File: config.mk
export PLATFORM = sky130hd
export DESIGN_NAME = frame_deser
export DESIGN_NICKNAME = d
export VERILOG_FILES = /design/src/rtl/frame_deser.sv
export SDC_FILE = /design/constraint.sdc
export NUM_CORES = 1
export LEC_CHECK = 0
export BUFFER_PORTS_ARGS = -buffer_cell sky130_fd_sc_hd__buf_2
export CAP_MARGIN = 20
export CORE_MARGIN = 2
export CORE_UTILIZATION = 35
export CTS_CLUSTER_SIZE = 24
export DETAILED_ROUTE_END_ITERATION = 16
export HOLD_SLACK_MARGIN = 0.12
export PLACE_DENSITY_LB_ADDON = 0.05
export REMOVE_ABC_BUFFERS = 1
export SKIP_LAST_GASP = 1
export SLEW_MARGIN = 20
export SYNTH_ARGS = -nofsm -noshare
export SYNTH_HDL_FRONTEND = slang
export SYNTH_SLANG_ARGS = --single-unit
File: constraint.sdc
create_clock -name clk -period 3.9 [get_ports clk]
set_input_delay 0.195 -clock clk [delete_from_list [all_inputs] [get_ports clk]]
set_output_delay 0.195 -clock clk [all_outputs]
set_load 0.01 [all_outputs]
File: src/rtl/frame_deser.sv
module frame_deser #(
  parameter int DW     = 10,
  parameter int LOCK_N = 8,
  parameter int LOSS_N = 4
) (
  input  logic          clk,
  input  logic          rst_n,
  input  logic          ser_in,
  output logic [DW-1:0] data_out,
  output logic          word_stb,
  output logic          lock_n
);
  localparam int FW = DW + 2;
  localparam int PW = $clog2(FW);
  localparam int GW = (LOCK_N > 1) ? $clog2(LOCK_N) : 1;
  localparam int BW = (LOSS_N > 1) ? $clog2(LOSS_N) : 1;
  localparam logic [PW-1:0] PH_LAST = PW'(FW - 1);
  localparam logic [GW-1:0] G_LAST  = GW'(LOCK_N - 1);
  localparam logic [BW-1:0] B_LAST  = BW'(LOSS_N - 1);

  logic [FW-2:0] sr;
  logic [FW-1:0] nxt;
  logic [PW-1:0] ph;
  logic [GW-1:0] gcnt;
  logic [BW-1:0] bcnt;
  logic          locked;

  assign nxt    = {ser_in, sr};
  assign lock_n = ~locked;

  wire edge_now = (ph == PH_LAST);
  wire frm_ok   = nxt[0] & ~nxt[FW-1];
  wire [DW-1:0] payload = nxt[FW-2:1];

  always_ff @(posedge clk) begin
    if (!rst_n) begin
      sr       <= '0;
      ph       <= '0;
      gcnt     <= '0;
      bcnt     <= '0;
      locked   <= 1'b0;
      data_out <= '0;
      word_stb <= 1'b0;
    end else begin
      sr       <= nxt[FW-1:1];
      word_stb <= 1'b0;
      ph       <= ph + PW'(1);
      if (edge_now) begin
        ph <= '0;
        if (!locked) begin
          if (!frm_ok) begin
            gcnt <= '0;
            ph   <= PW'(1);
          end else if (gcnt == G_LAST) begin
            gcnt     <= '0;
            bcnt     <= '0;
            locked   <= 1'b1;
            data_out <= payload;
            word_stb <= 1'b1;
          end else begin
            gcnt <= gcnt + GW'(1);
          end
        end else if (frm_ok) begin
          bcnt     <= '0;
          data_out <= payload;
          word_stb <= 1'b1;
        end else if (bcnt == B_LAST) begin
          bcnt     <= '0;
          locked   <= 1'b0;
          data_out <= '0;
          ph       <= PW'(1);
        end else begin
          bcnt     <= bcnt + BW'(1);
          data_out <= payload;
          word_stb <= 1'b1;
        end
      end
    end
  end

  AST_STB_ONLY_LOCKED: assert property (@(posedge clk) disable iff (!rst_n) word_stb |-> !lock_n);
  AST_UNLOCKED_ZERO: assert property (@(posedge clk) disable iff (!rst_n) lock_n |-> (data_out == '0 && !word_stb));
  AST_STB_SINGLE: assert property (@(posedge clk) disable iff (!rst_n) word_stb |=> !word_stb);
  AST_LOCK_WITH_WORD: assert property (@(posedge clk) disable iff (!rst_n) $fell(lock_n) |-> word_stb);
  AST_LOSS_NO_WORD: assert property (@(posedge clk) disable iff (!rst_n) $rose(lock_n) |-> !word_stb);
endmodule

==> results.md, run 1 <==
* WL/cell at 12.5 um
* Diode count at 0
* Vias in the first global route at 869
* CTS Buf Count at 5
* HPWL Detailed at ~1500 um
* Final wirelength at 2360 um
* Logic pwr share at 0.032
* Worst-path fanout max at 11
* Internal power at around 0.43 mW
* Psw at 0.121 mW
* CTS Sinks at 32
* Clk slew on worst S/H paths at around 0.10 ns
* Area contributors post-synth: dfxtp_1, mux2i_1, o21ai_0
* RSZ-0062 raised after global routing: false
* Gp weighted congestion at 0.767
* Synth area leader: dfxtp_1
* Hold slack at between 0.3 and 0.4 ns
* Die footprint at around 4100 um2
* First-pass GRT wire length at around 4000 um
* Syn Inst Count at between 100 and 150
* Crit Reg-Reg Endpoint: bcnt[0]$_SDFFE_PN0P_
* Asr flop ratio synth at 0
* Number of warning messages in the yosys log at 0
* Post-synthesis sequential area ratio at 0.513
* Starting density of the core at 0.369
* Grt total ovfl at 0
* Layout Cells excl Fill at 189
* Slew margin rel. at 0.346
* Top cells by count, synth: dfxtp_1, o21ai_0, nand2_1
* CP Capture Type: register
* Most frequent cell after synthesis: dfxtp_1
* Worst setup path startpoint: ph[0]$_SDFF_PN0_
* Post-synth top area share at 0.513
* Routed vias/inst at ~5
* FILL cells at 343
* Seq pwr share at 0.614
* 1st-pass router iterations at 4
* Seq cells post-synth at 32
* Initial antenna violation count at 0
* Synthesized area at around 1200 um2
* Crit path launch type: register
* Fmax at 0.559 GHz
* Layout Nets at about 150
* Core Region at approximately 3400 um2
* Reg2reg setup slack at 2.11 ns
* Routed wl met3 at 137 um
* Fin Clk Skew at 0.0119 ns
* DRC at 0
* Post-synth EDFFs at 0
* CTS Buffer Depth at 2
* CTS Root Cell: clkbuf_4
* GRT Total Usage at 0.134
* Met1 wire length at 1200 um
* Drt initial violations at 28
* Synth cell types at 31
* CTS H-tree lvls at 2
* Status: completed
* PwrDens at a little under 400 nW/um2
* R2R depth at 4
* Share of post-route cells with drive strength above 1 at 0.168
* Met2 WL post-DR at approximately 1000 um
* Top Layer Used: met4
* Final Hold Viols at 0
* Sw Share at 0.222
* Tcrit/Tclk final at 0.459
* Port bufs at 14
* Hold Path Class: in -> reg
* Most used DFF post-synth: dfxtp_1
* LEAKAGE at about 0.67 nW
* Cts repair resizes at 0
* Post-Place Cells at 180
* Worst VDD drop at 204 uV
* Worst R2R Start: ph[0]$_SDFF_PN0_
* Vias after detailed routing at 919
* CTS tree: yes
* Period minus WS final at 1.79 ns
* CP Data Required Time at slightly above 4 ns
* Worst Setup EP: bcnt[0]$_SDFFE_PN0P_
* Die width at 63.8 um
* Die H at between 60 and 70 um
* # Max-Cap Violations at 0
* Layout area overhead at 13.6%
* CP arrival at 2.02 ns
* Crit Path Class: reg -> reg
* Post-CTS Repair Setup Buffers at 0
* Clk pwr share at 0.354
* Setup tns final at 0 ns
* Setup violations, final at 0
* Worst-Margin Slew at 0.979 ns
* Worst skew pair latency at about 0.33 ns
* Row count at 21
* I/O Pins at 15
* Pin count of the biggest net entering global routing at 27
* Mean post-synth cell area at 10.0 um2
* Slew Viols, Final at 0
* Post-route ant nets at 0
[registers in the layout (all words and copies together), names as in the netlist]
| register | cells |
|---|---|
| sr | 11 |
| data_out | 10 |
| ph | 4 |
| gcnt | 3 |
| bcnt | 2 |
| locked | 1 |
| word_stb | 1 |
[stage by stage]
stage | power, mW | utilization | setup slack (ns) | instance area [um2]
floorplan | 0.352 | - | 2.33 | 1220
detailed placement | 0.360 | 0.398 | 2.12 | 1350
finish | 0.546 | 0.419 | 2.11 | 1420
CTS | 0.559 | 0.419 | 2.10 | 1420
global route | 0.576 | 0.419 | 1.96 | 1420
global placement | 0.359 | 0.398 | 2.17 | 1350
[power by group through the flow]
stage               combinational (mW)  sequential, mW  clock (mW)
global route                    0.0198           0.337       0.220
detailed placement              0.0170           0.343           0
finish                          0.0176           0.335       0.193
floorplan                       0.0102           0.342           0
CTS                             0.0178           0.335       0.206
global placement                0.0165           0.343           0
[metal layers]
layer  track usage  up-vias
li1              -      472
met1         0.180      422
met2         0.184       23
met3        0.0616        2
met4        0.0571        0
met5             0        -
[placed cells by master (no fill, tap or decap), drive strengths merged, types with 2 or more instances in the layout]
cell type / netlist / routed
nand3: 4 / 4
a21oi: 5 / 5
clkbuf: 2 / 6
buf: 3 / 14
o21ai: 16 / 16
and3b: 2 / 2
inv: 2 / 2
nand2: 12 / 12
clkinv: 0 / 2
nor2: 4 / 4
mux2i: 11 / 11
and2: 11 / 11
ha: 4 / 4
dfxtp: 32 / 32
nor3: 2 / 2
[layout make-up]
class / count / area (um2) / share of cell area
clock inverter: 2 / 10.0 / 0.00705
multi-input combinational: 86 / 573 / 0.404
tap: 46 / 57.6 / 0.0405
inverter: 2 / 7.51 / 0.00529
sequential: 32 / 641 / 0.451
clock buffer: 6 / 51.3 / 0.0361
timing repair buffer: 15 / 80.1 / 0.0564
[how the worst min path moves through the flow]
| stage | startpoint | end | cells past startpoint |
|---|---|---|---|
| 6_report | rst_n | ph[0]$_SDFF_PN0_ | 2 |
| 5_1_grt | rst_n | ph[0]$_SDFF_PN0_ | 2 |
| 4_1_cts | rst_n | ph[0]$_SDFF_PN0_ | 2 |
| 3_5_place_dp | ser_in | sr[10]$_SDFF_PN0_ | 2 |
| 3_3_place_gp | ser_in | sr[10]$_SDFF_PN0_ | 2 |
| 2_1_floorplan | ser_in | sr[10]$_SDFF_PN0_ | 1 |
[critical path, cell delays in order (launching register included)]
cell      delay [ns]
dfxtp_1         0.38
ha_1            0.30
nand3b_4        0.16
a211o_1         0.50
a32o_1          0.35
[cell families (layout without fill, tap and decap cells)]
kind of cell	Yosys count	count (layout)	share of synthesized area
compound gates	28	28	0.131
fa+ha+maj	4	4	0.0400
buf+inv	7	25	0.0290
flops	32	32	0.513
mux	11	11	0.0881
simple gates	43	43	0.199
[timing repair]
action	CTS	global route
hold buffers	1	0
endpoints found under the hold margin	1	0
setup endpoints to repair	0	0
(Power assumes the default switching activity.)
==> inputs of run 2 (changes only) <==
--- a/config.mk
+++ b/config.mk
@@ -5,6 +5,7 @@
 export SDC_FILE = /design/constraint.sdc
 export NUM_CORES = 1
 export LEC_CHECK = 0
+export ABC_AREA = 1
 export BUFFER_PORTS_ARGS = -buffer_cell sky130_fd_sc_hd__buf_2
 export CAP_MARGIN = 20
 export CORE_MARGIN = 2
==> constraint.sdc (replaced) <==
create_clock -name clk -period 1.85 [get_ports clk]
set_input_delay 0.0925 -clock clk [delete_from_list [all_inputs] [get_ports clk]]
set_output_delay 0.0925 -clock clk [all_outputs]
set_load 0.01 [all_outputs]
==> results.md, run 2 <==
* Status: completed (unchanged)
* Layout area overhead at 13.5% (was 13.6%)
* Post-route ant nets at 0 (unchanged)
* Port bufs at 14 (unchanged)
* Fin Clk Skew at 0.00883 ns (was 0.0119 ns)
* # Max-Cap Violations at 0 (unchanged)
* Finished Core Util at 0.424 (was 0.419)
* Fmax at 0.673 GHz (was 0.559 GHz)
* 1st-pass router iterations at 4 (unchanged)
* Most common cell after layout, fill and taps aside: nand2_1 (was dfxtp_1)
* Setup tns final at 0 ns (unchanged)
* Die footprint at 4140 um2 (was 4070 um2)
* Worst skew pair latency at 0.33 ns (about the same)
* CTS H-tree lvls at 2 (unchanged)
* Row count at 21 (unchanged)
* Max reg flops at 11 (unchanged)
* Post-route cell area at 1450 um2 (was 1420 um2)
* Power Total at 1.15 mW (was 0.546 mW)
* Diode count at 0 (unchanged)
* Largest Register: sr (unchanged)
* Share of post-route cells with drive strength above 1 at 0.141 (was 0.168)
* Synth area leader: dfxtp_1 (unchanged)
* Post-CTS Repair Setup Buffers at 0 (unchanged)
* Grt total ovfl at 0 (unchanged)
* CP Data Required Time at 2.09 ns (was 4.13 ns)
* Final worst slack at 0.365 ns (was 2.11 ns)
* Period minus WS final at 1.49 ns (was 1.79 ns)
* I/O Pins at 15 (unchanged)
* Seq cells post-synth at 32 (unchanged)
* Initial antenna violation count at 0 (unchanged)
* Layout Nets at 197 (was 149)
* Post-synth EDFFs at 0 (unchanged)
* Die H at 64.4 um (was 63.8 um)
* Crit path launch type: register (unchanged)
* Drt initial violations at 58 (was 28)
* Worst-path fanout max at 18 (was 11)
* Vias in the first global route at 937 (was 869)
* First-pass GRT wire length at 3990 um (was 4100 um)
* Post-synthesis sequential area ratio at 0.502 (was 0.513)
* Synth cell types at 20 (was 31)
* Registers with the most flip-flops: sr x11, data_out x10, ph x4 (unchanged)
* Clk slew on worst S/H paths at 0.10 ns (about the same)
* DRC at 0 (unchanged)
* Starting density of the core at 0.373 (was 0.369)
* Final Hold Viols at 0 (unchanged)
* Post-place instance area at 1380 um2 (was 1350 um2)
* Most used DFF post-synth: dfxtp_1 (unchanged)
* Setup violations, final at 0 (unchanged)
* Final wirelength at 2270 um (was 2360 um)
* Commonest non-fill, non-tap cells in the layout: nand2_1, inv_1, dfxtp_1 (was dfxtp_1, o21ai_0, buf_2)
* Number of warning messages in the yosys log at 0 (unchanged)
* Syn Inst Count at 172 (was 125)
* CP Capture Type: register (unchanged)
* WL/cell at 9.58 um (was 12.5 um)
* CTS Buf Count at 5 (unchanged)
* Die width at 64.4 um (was 63.8 um)
* Top cells by count, synth: nand2_1, inv_1, dfxtp_1 (was dfxtp_1, o21ai_0, nand2_1)
* Slew Viols, Final at 0 (unchanged)
* CP arrival at 1.73 ns (was 2.02 ns)
* CTS Buffer Depth at 2 (unchanged)
* Worst VDD drop at 433 uV (was 204 uV)
* Synthesized area at 1270 um2 (was 1250 um2)
* Post-synth top area share at 0.502 (was 0.513)
* Gp weighted congestion at 0.802 (was 0.767)
* Most frequent cell after synthesis: nand2_1 (was dfxtp_1)
* Crit Path Class: reg -> reg (unchanged)
* Pin count of the biggest net entering global routing at 29 (was 27)
* Pre-CTS setup slack at 0.384 ns (was 2.12 ns)
* RSZ-0062 raised after global routing: false (unchanged)
* Tcrit/Tclk final at 0.803 (was 0.459)
* Hold Path Class: in -> reg (unchanged)
* Vias after detailed routing at 993 (was 919)
* Slew margin rel. at 0.668 (was 0.346)
* GRT Total Usage at 0.127 (was 0.134)
* Asr flop ratio synth at 0 (unchanged)
* HPWL Detailed at 1620 um (was 1550 um)
* PwrDens at 792 nW/um2 (was 385 nW/um2)
* Routed vias/inst at 4.19 (was 4.86)
* Mean post-synth cell area at 7.41 um2 (was 10.0 um2)
* CTS Sinks at 32 (unchanged)
* LEAKAGE at 0.862 nW (was 0.665 nW)
* CTS tree: yes (unchanged)
* Worst-Margin Slew at 0.498 ns (was 0.979 ns)
* CTS Root Cell: clkbuf_4 (unchanged)
* Core Region at 3420 um2 (was 3390 um2)
* Area contributors post-synth: dfxtp_1, nand2_1, inv_1 (was dfxtp_1, mux2i_1, o21ai_0)
-- run 2: logic make-up (layout without fill, tap and decap cells) --
kind of cell / count (synthesis) / count (layout) / share of synthesized area
compound gates: 9 / 9 / 0.0393
flops: 32 / 32 / 0.502
buf+inv: 37 / 56 / 0.116
simple gates: 90 / 90 / 0.303
fa+ha+maj: 4 / 4 / 0.0393
-- run 2: what timing repair did --
action	4_1_cts	5_1_grt
gates resized for setup	0	0
endpoints found under the hold margin	1	0
endpoints found under the setup margin	0	0
hold buffers	1	0
-- run 2: worst max-delay path, stage by stage, from the launching register on --
cell and delay, ns:
dfxtp_1 0.34, ha_1 0.20, ha_1 0.19, nor2_1 0.20, nor2_4 0.10, nand2_4 0.17
nand2_1 0.08, nand2_1 0.07, nor2_1 0.05
-- run 2: final cells by class --
type | count | area [um2]
Inverter | 33 | 124
Fill cell | 368 | 1970
Multi-Input combinational cell | 103 | 487
Timing Repair Buffer | 15 | 80.1
Tap cell | 46 | 57.6
Clock buffer | 8 | 58.8
Sequential cell | 32 | 641
-- run 2: power breakdown --
part           leakage, nW  switching (mW)  internal, mW
logic                0.570          0.0203        0.0108
registers            0.259         0.00473         0.697
clock network       0.0326           0.226         0.187
-- run 2: stage by stage --
stage / hold WS, ns / instances
global placement: 0.297 / 228
finish: 0.218 / 237
detailed placement: 0.300 / 228
floorplan: 0.186 / 168
global route: 0.227 / 237
CTS: 0.208 / 237
-- run 2: worst paths after layout --
| kind | depth (start not counted) | start | endpoint | slack (ns) |
|---|---|---|---|---|
| worst min-delay path | 3 | rst_n | data_out[4]$_SDFFE_PN0P_ | 0.22 |
| worst min register to register | 2 | sr[7]$_SDFF_PN0_ | sr[6]$_SDFF_PN0_ | 0.43 |
| worst max register to register | 8 | gcnt[0]$_SDFFE_PN0P_ | data_out[0]$_SDFFE_PN0P_ | 0.36 |
| worst max-delay path | 8 | gcnt[0]$_SDFFE_PN0P_ | data_out[0]$_SDFFE_PN0P_ | 0.36 |
-- run 2: routing by layer --
metal / routed length [um] / global-route usage / up-vias / part of all wire
met5: 0 / 0 / - / 0
met4: 47 / 0.0638 / 0 / 0.021
met3: 111 / 0.0475 / 6 / 0.049
met2: 887 / 0.184 / 18 / 0.39
met1: 1220 / 0.165 / 418 / 0.54
li1: - / - / 551 / -
==> inputs of run 3 (changes only) <==
==> constraint.sdc (replaced) <==
create_clock -name clk -period 1.4 [get_ports clk]
set_input_delay 0.07 -clock clk [delete_from_list [all_inputs] [get_ports clk]]
set_output_delay 0.07 -clock clk [all_outputs]
set_load 0.01 [all_outputs]
==> results.md, run 3 (synthesis results as in run 2) <==
* CTS H-tree lvls at 2 (unchanged)
* Worst-path fanout max at 9 (was 18)
* Port bufs at 14 (unchanged)
* Vias in the first global route at 871 (was 937)
* Die footprint at 4140 um2 (unchanged)
* CTS tree: yes (unchanged)
* First-pass GRT wire length at 3970 um (was 3990 um)
* CTS Buf Count at 5 (unchanged)
* CP max stage delay at 0.34 ns (about the same)
* I/O Pins at 15 (unchanged)
* Fmax at 0.742 GHz (was 0.673 GHz)
* Top Usage Layer GRT: met2 (unchanged)
* Period minus WS final at 1.35 ns (was 1.49 ns)
* Finished Core Util at 0.452 (was 0.424)
* Diode count at 0 (unchanged)
* Layout Nets at 204 (was 197)
* Registers with the most flip-flops: sr x11, data_out x10, ph x4 (unchanged)
* Die H at 64.4 um (unchanged)
* # Max-Cap Violations at 0 (unchanged)
* HPWL Detailed at 1680 um (was 1620 um)
* LEAKAGE at 0.885 nW (was 0.862 nW)
* Drt initial violations at 34 (was 58)
* Commonest non-fill, non-tap cells in the layout: nand2_1, inv_1, dfxtp_1 (unchanged)
* Largest Register: sr (unchanged)
* Hold slack at 0.426 ns (was 0.218 ns)
* Layout area overhead at 21.1% (was 13.5%)
* Worst setup path startpoint: gcnt[0]$_SDFFE_PN0P_ (unchanged)
* Status: completed (unchanged)
* Setup violations, final at 0 (unchanged)
* Grt total ovfl at 0 (unchanged)
* Starting density of the core at 0.373 (unchanged)
* Crit path max-delay family: simple AND/OR/NAND/NOR gates (unchanged)
* Worst-Margin Slew at 0.268 ns (was 0.498 ns)
* Share of post-route cells with drive strength above 1 at 0.198 (was 0.141)
* Worst skew pair latency at 0.33 ns (about the same)
* WL/cell at 10.2 um (was 9.58 um)
* Crit-path cells: ha_1, ha_2, nor2_4, nor2_4, nand2_4, nor2_1, nor2_1 (was ha_1, ha_1, nor2_1, nor2_4, nand2_4, nand2_1, nand2_1, nor2_1)
* CTS Sinks at 32 (unchanged)
* CP Data Required Time at 1.63 ns (was 2.09 ns)
* Final Hold Viols at 0 (unchanged)
* Routed vias/inst at 4.28 (was 4.19)
* Final worst slack at 0.0523 ns (was 0.365 ns)
* Clk slew on worst S/H paths at 0.10 ns (about the same)
* Die width at 64.4 um (unchanged)
* Worst path bufs/invs at 0 (unchanged)
* Core Region at 3420 um2 (unchanged)
* Crit Reg-Reg Endpoint: data_out[0]$_SDFFE_PN0P_ (unchanged)
* PwrDens at 949 nW/um2 (was 792 nW/um2)
* Gp weighted congestion at 0.760 (was 0.802)
* Met2 GRT Util at 0.188 (was 0.184)
* 1st-pass router iterations at 4 (unchanged)
* Hold Path Class: reg -> reg (was in -> reg)
* Met3 usage at 0.0475 (unchanged)
* Fin Clk Skew at 0.0125 ns (was 0.00883 ns)
* Crit path launch type: register (unchanged)
* CTS Root Cell: clkbuf_4 (unchanged)
* CP arrival at 1.58 ns (was 1.73 ns)
* Pin count of the biggest net entering global routing at 19 (was 29)
* Crit Path Class: reg -> reg (unchanged)
* Final wirelength at 2470 um (was 2270 um)
* Vias after detailed routing at 1040 (was 993)
* FILL cells at 384 (was 368)
* Slowest-stage cell, CP: dfxtp_2 (was dfxtp_1)
* Most common cell after layout, fill and taps aside: nand2_1 (unchanged)
* Row count at 21 (unchanged)
* Post-route ant nets at 0 (unchanged)
* Worst Setup EP: data_out[0]$_SDFFE_PN0P_ (unchanged)
* RSZ-0062 raised after global routing: true (was false)
* Initial antenna violation count at 0 (unchanged)
* CTS Buffer Depth at 2 (unchanged)
* Reg2reg setup slack at 0.05 ns (was 0.36 ns)
* M1 GR Usage at 0.168 (was 0.165)
* Number of stages on the worst setup path at 7 (was 8)
* CP Capture Type: register (unchanged)
* Worst VDD drop at 475 uV (was 433 uV)
* GRT Total Usage at 0.129 (was 0.127)
* Setup tns final at 0 ns (unchanged)
* Worst hold start: sr[7]$_SDFF_PN0_ (was rst_n)
* Tcrit/Tclk final at 0.963 (was 0.803)
* Slew Viols, Final at 0 (unchanged)
* Pre-CTS setup slack at -0.0417 ns (was 0.384 ns)
* Slew margin rel. at 0.821 (was 0.668)
* Max reg flops at 11 (unchanged)
* Worst R2R Start: gcnt[0]$_SDFFE_PN0P_ (unchanged)
* R2R depth at 7 (was 8)
* DRC at 0 (unchanged)
[run 3: cell count changes in the layout (fill, tap and decap cells not counted), sizes merged]
cell / previous run / this run
dlygate4sd3: 1 / 3
nand2: 48 / 49
clkbuf: 8 / 6
clkinv: 0 / 1
buf: 14 / 18
[run 3: power by group]
part / internal [mW] / total [mW] / switching [mW]
combinational: 0.0232 / 0.0516 / 0.0284
clock: 0.185 / 0.483 / 0.299
sequential: 0.922 / 0.931 / 0.00894
total: 1.13 / 1.47 / 0.336
[run 3: worst min path at each step]
stage,depth (start not counted),slack [ns],endpoint
finish,2,0.43,sr[6]$_SDFF_PN0_
global route,2,0.45,sr[1]$_SDFF_PN0_
CTS,2,0.43,sr[1]$_SDFF_PN0_
detailed placement,3,0.28,sr[10]$_SDFF_PN0_
global placement,3,0.27,sr[10]$_SDFF_PN0_
floorplan,2,0.16,sr[10]$_SDFF_PN0_
[run 3: repair_timing]
item | 4_1_cts | 5_1_grt
hold buffers | 3 | 0
cloned | 0 | 1
endpoints found under the hold margin | 9 | 0
pin swaps | 0 | 2
setup buffers | 0 | 0
gates resized for setup | 1 | 10
endpoints found under the setup margin | 7 | 8
[run 3: through the flow]
stage	power [mW]	cells	cell area, um2
floorplan	0.969	168	1250
global placement	0.990	232	1410
detailed placement	0.991	232	1410
CTS	1.48	242	1490
global route	1.54	243	1540
finish	1.47	243	1540
[run 3: area by class of cell]
cell class	instances	area [um2]	area share
Timing Repair Buffer	21	130	0.0843
Clock inverter	1	5.00	0.00324
Sequential cell	32	644	0.417
Clock buffer	6	41.3	0.0267
Inverter	33	124	0.0802
Multi-Input combinational cell	104	542	0.351
Tap cell	46	57.6	0.0373
[run 3: worst reg2reg max path: cells and delay by family (launching register included)]
kind	cells	cell delay, ns
simple gates	5	0.59
fa+ha+maj	2	0.34
flops	1	0.34
[run 3: routing by layer]
layer | up-vias | routed length, um | share of wire
met1 | 455 | 1290 | 0.52
met5 | - | 0 | 0
met3 | 6 | 91 | 0.037
met2 | 14 | 1040 | 0.42
li1 | 565 | - | -
met4 | 0 | 53 | 0.021
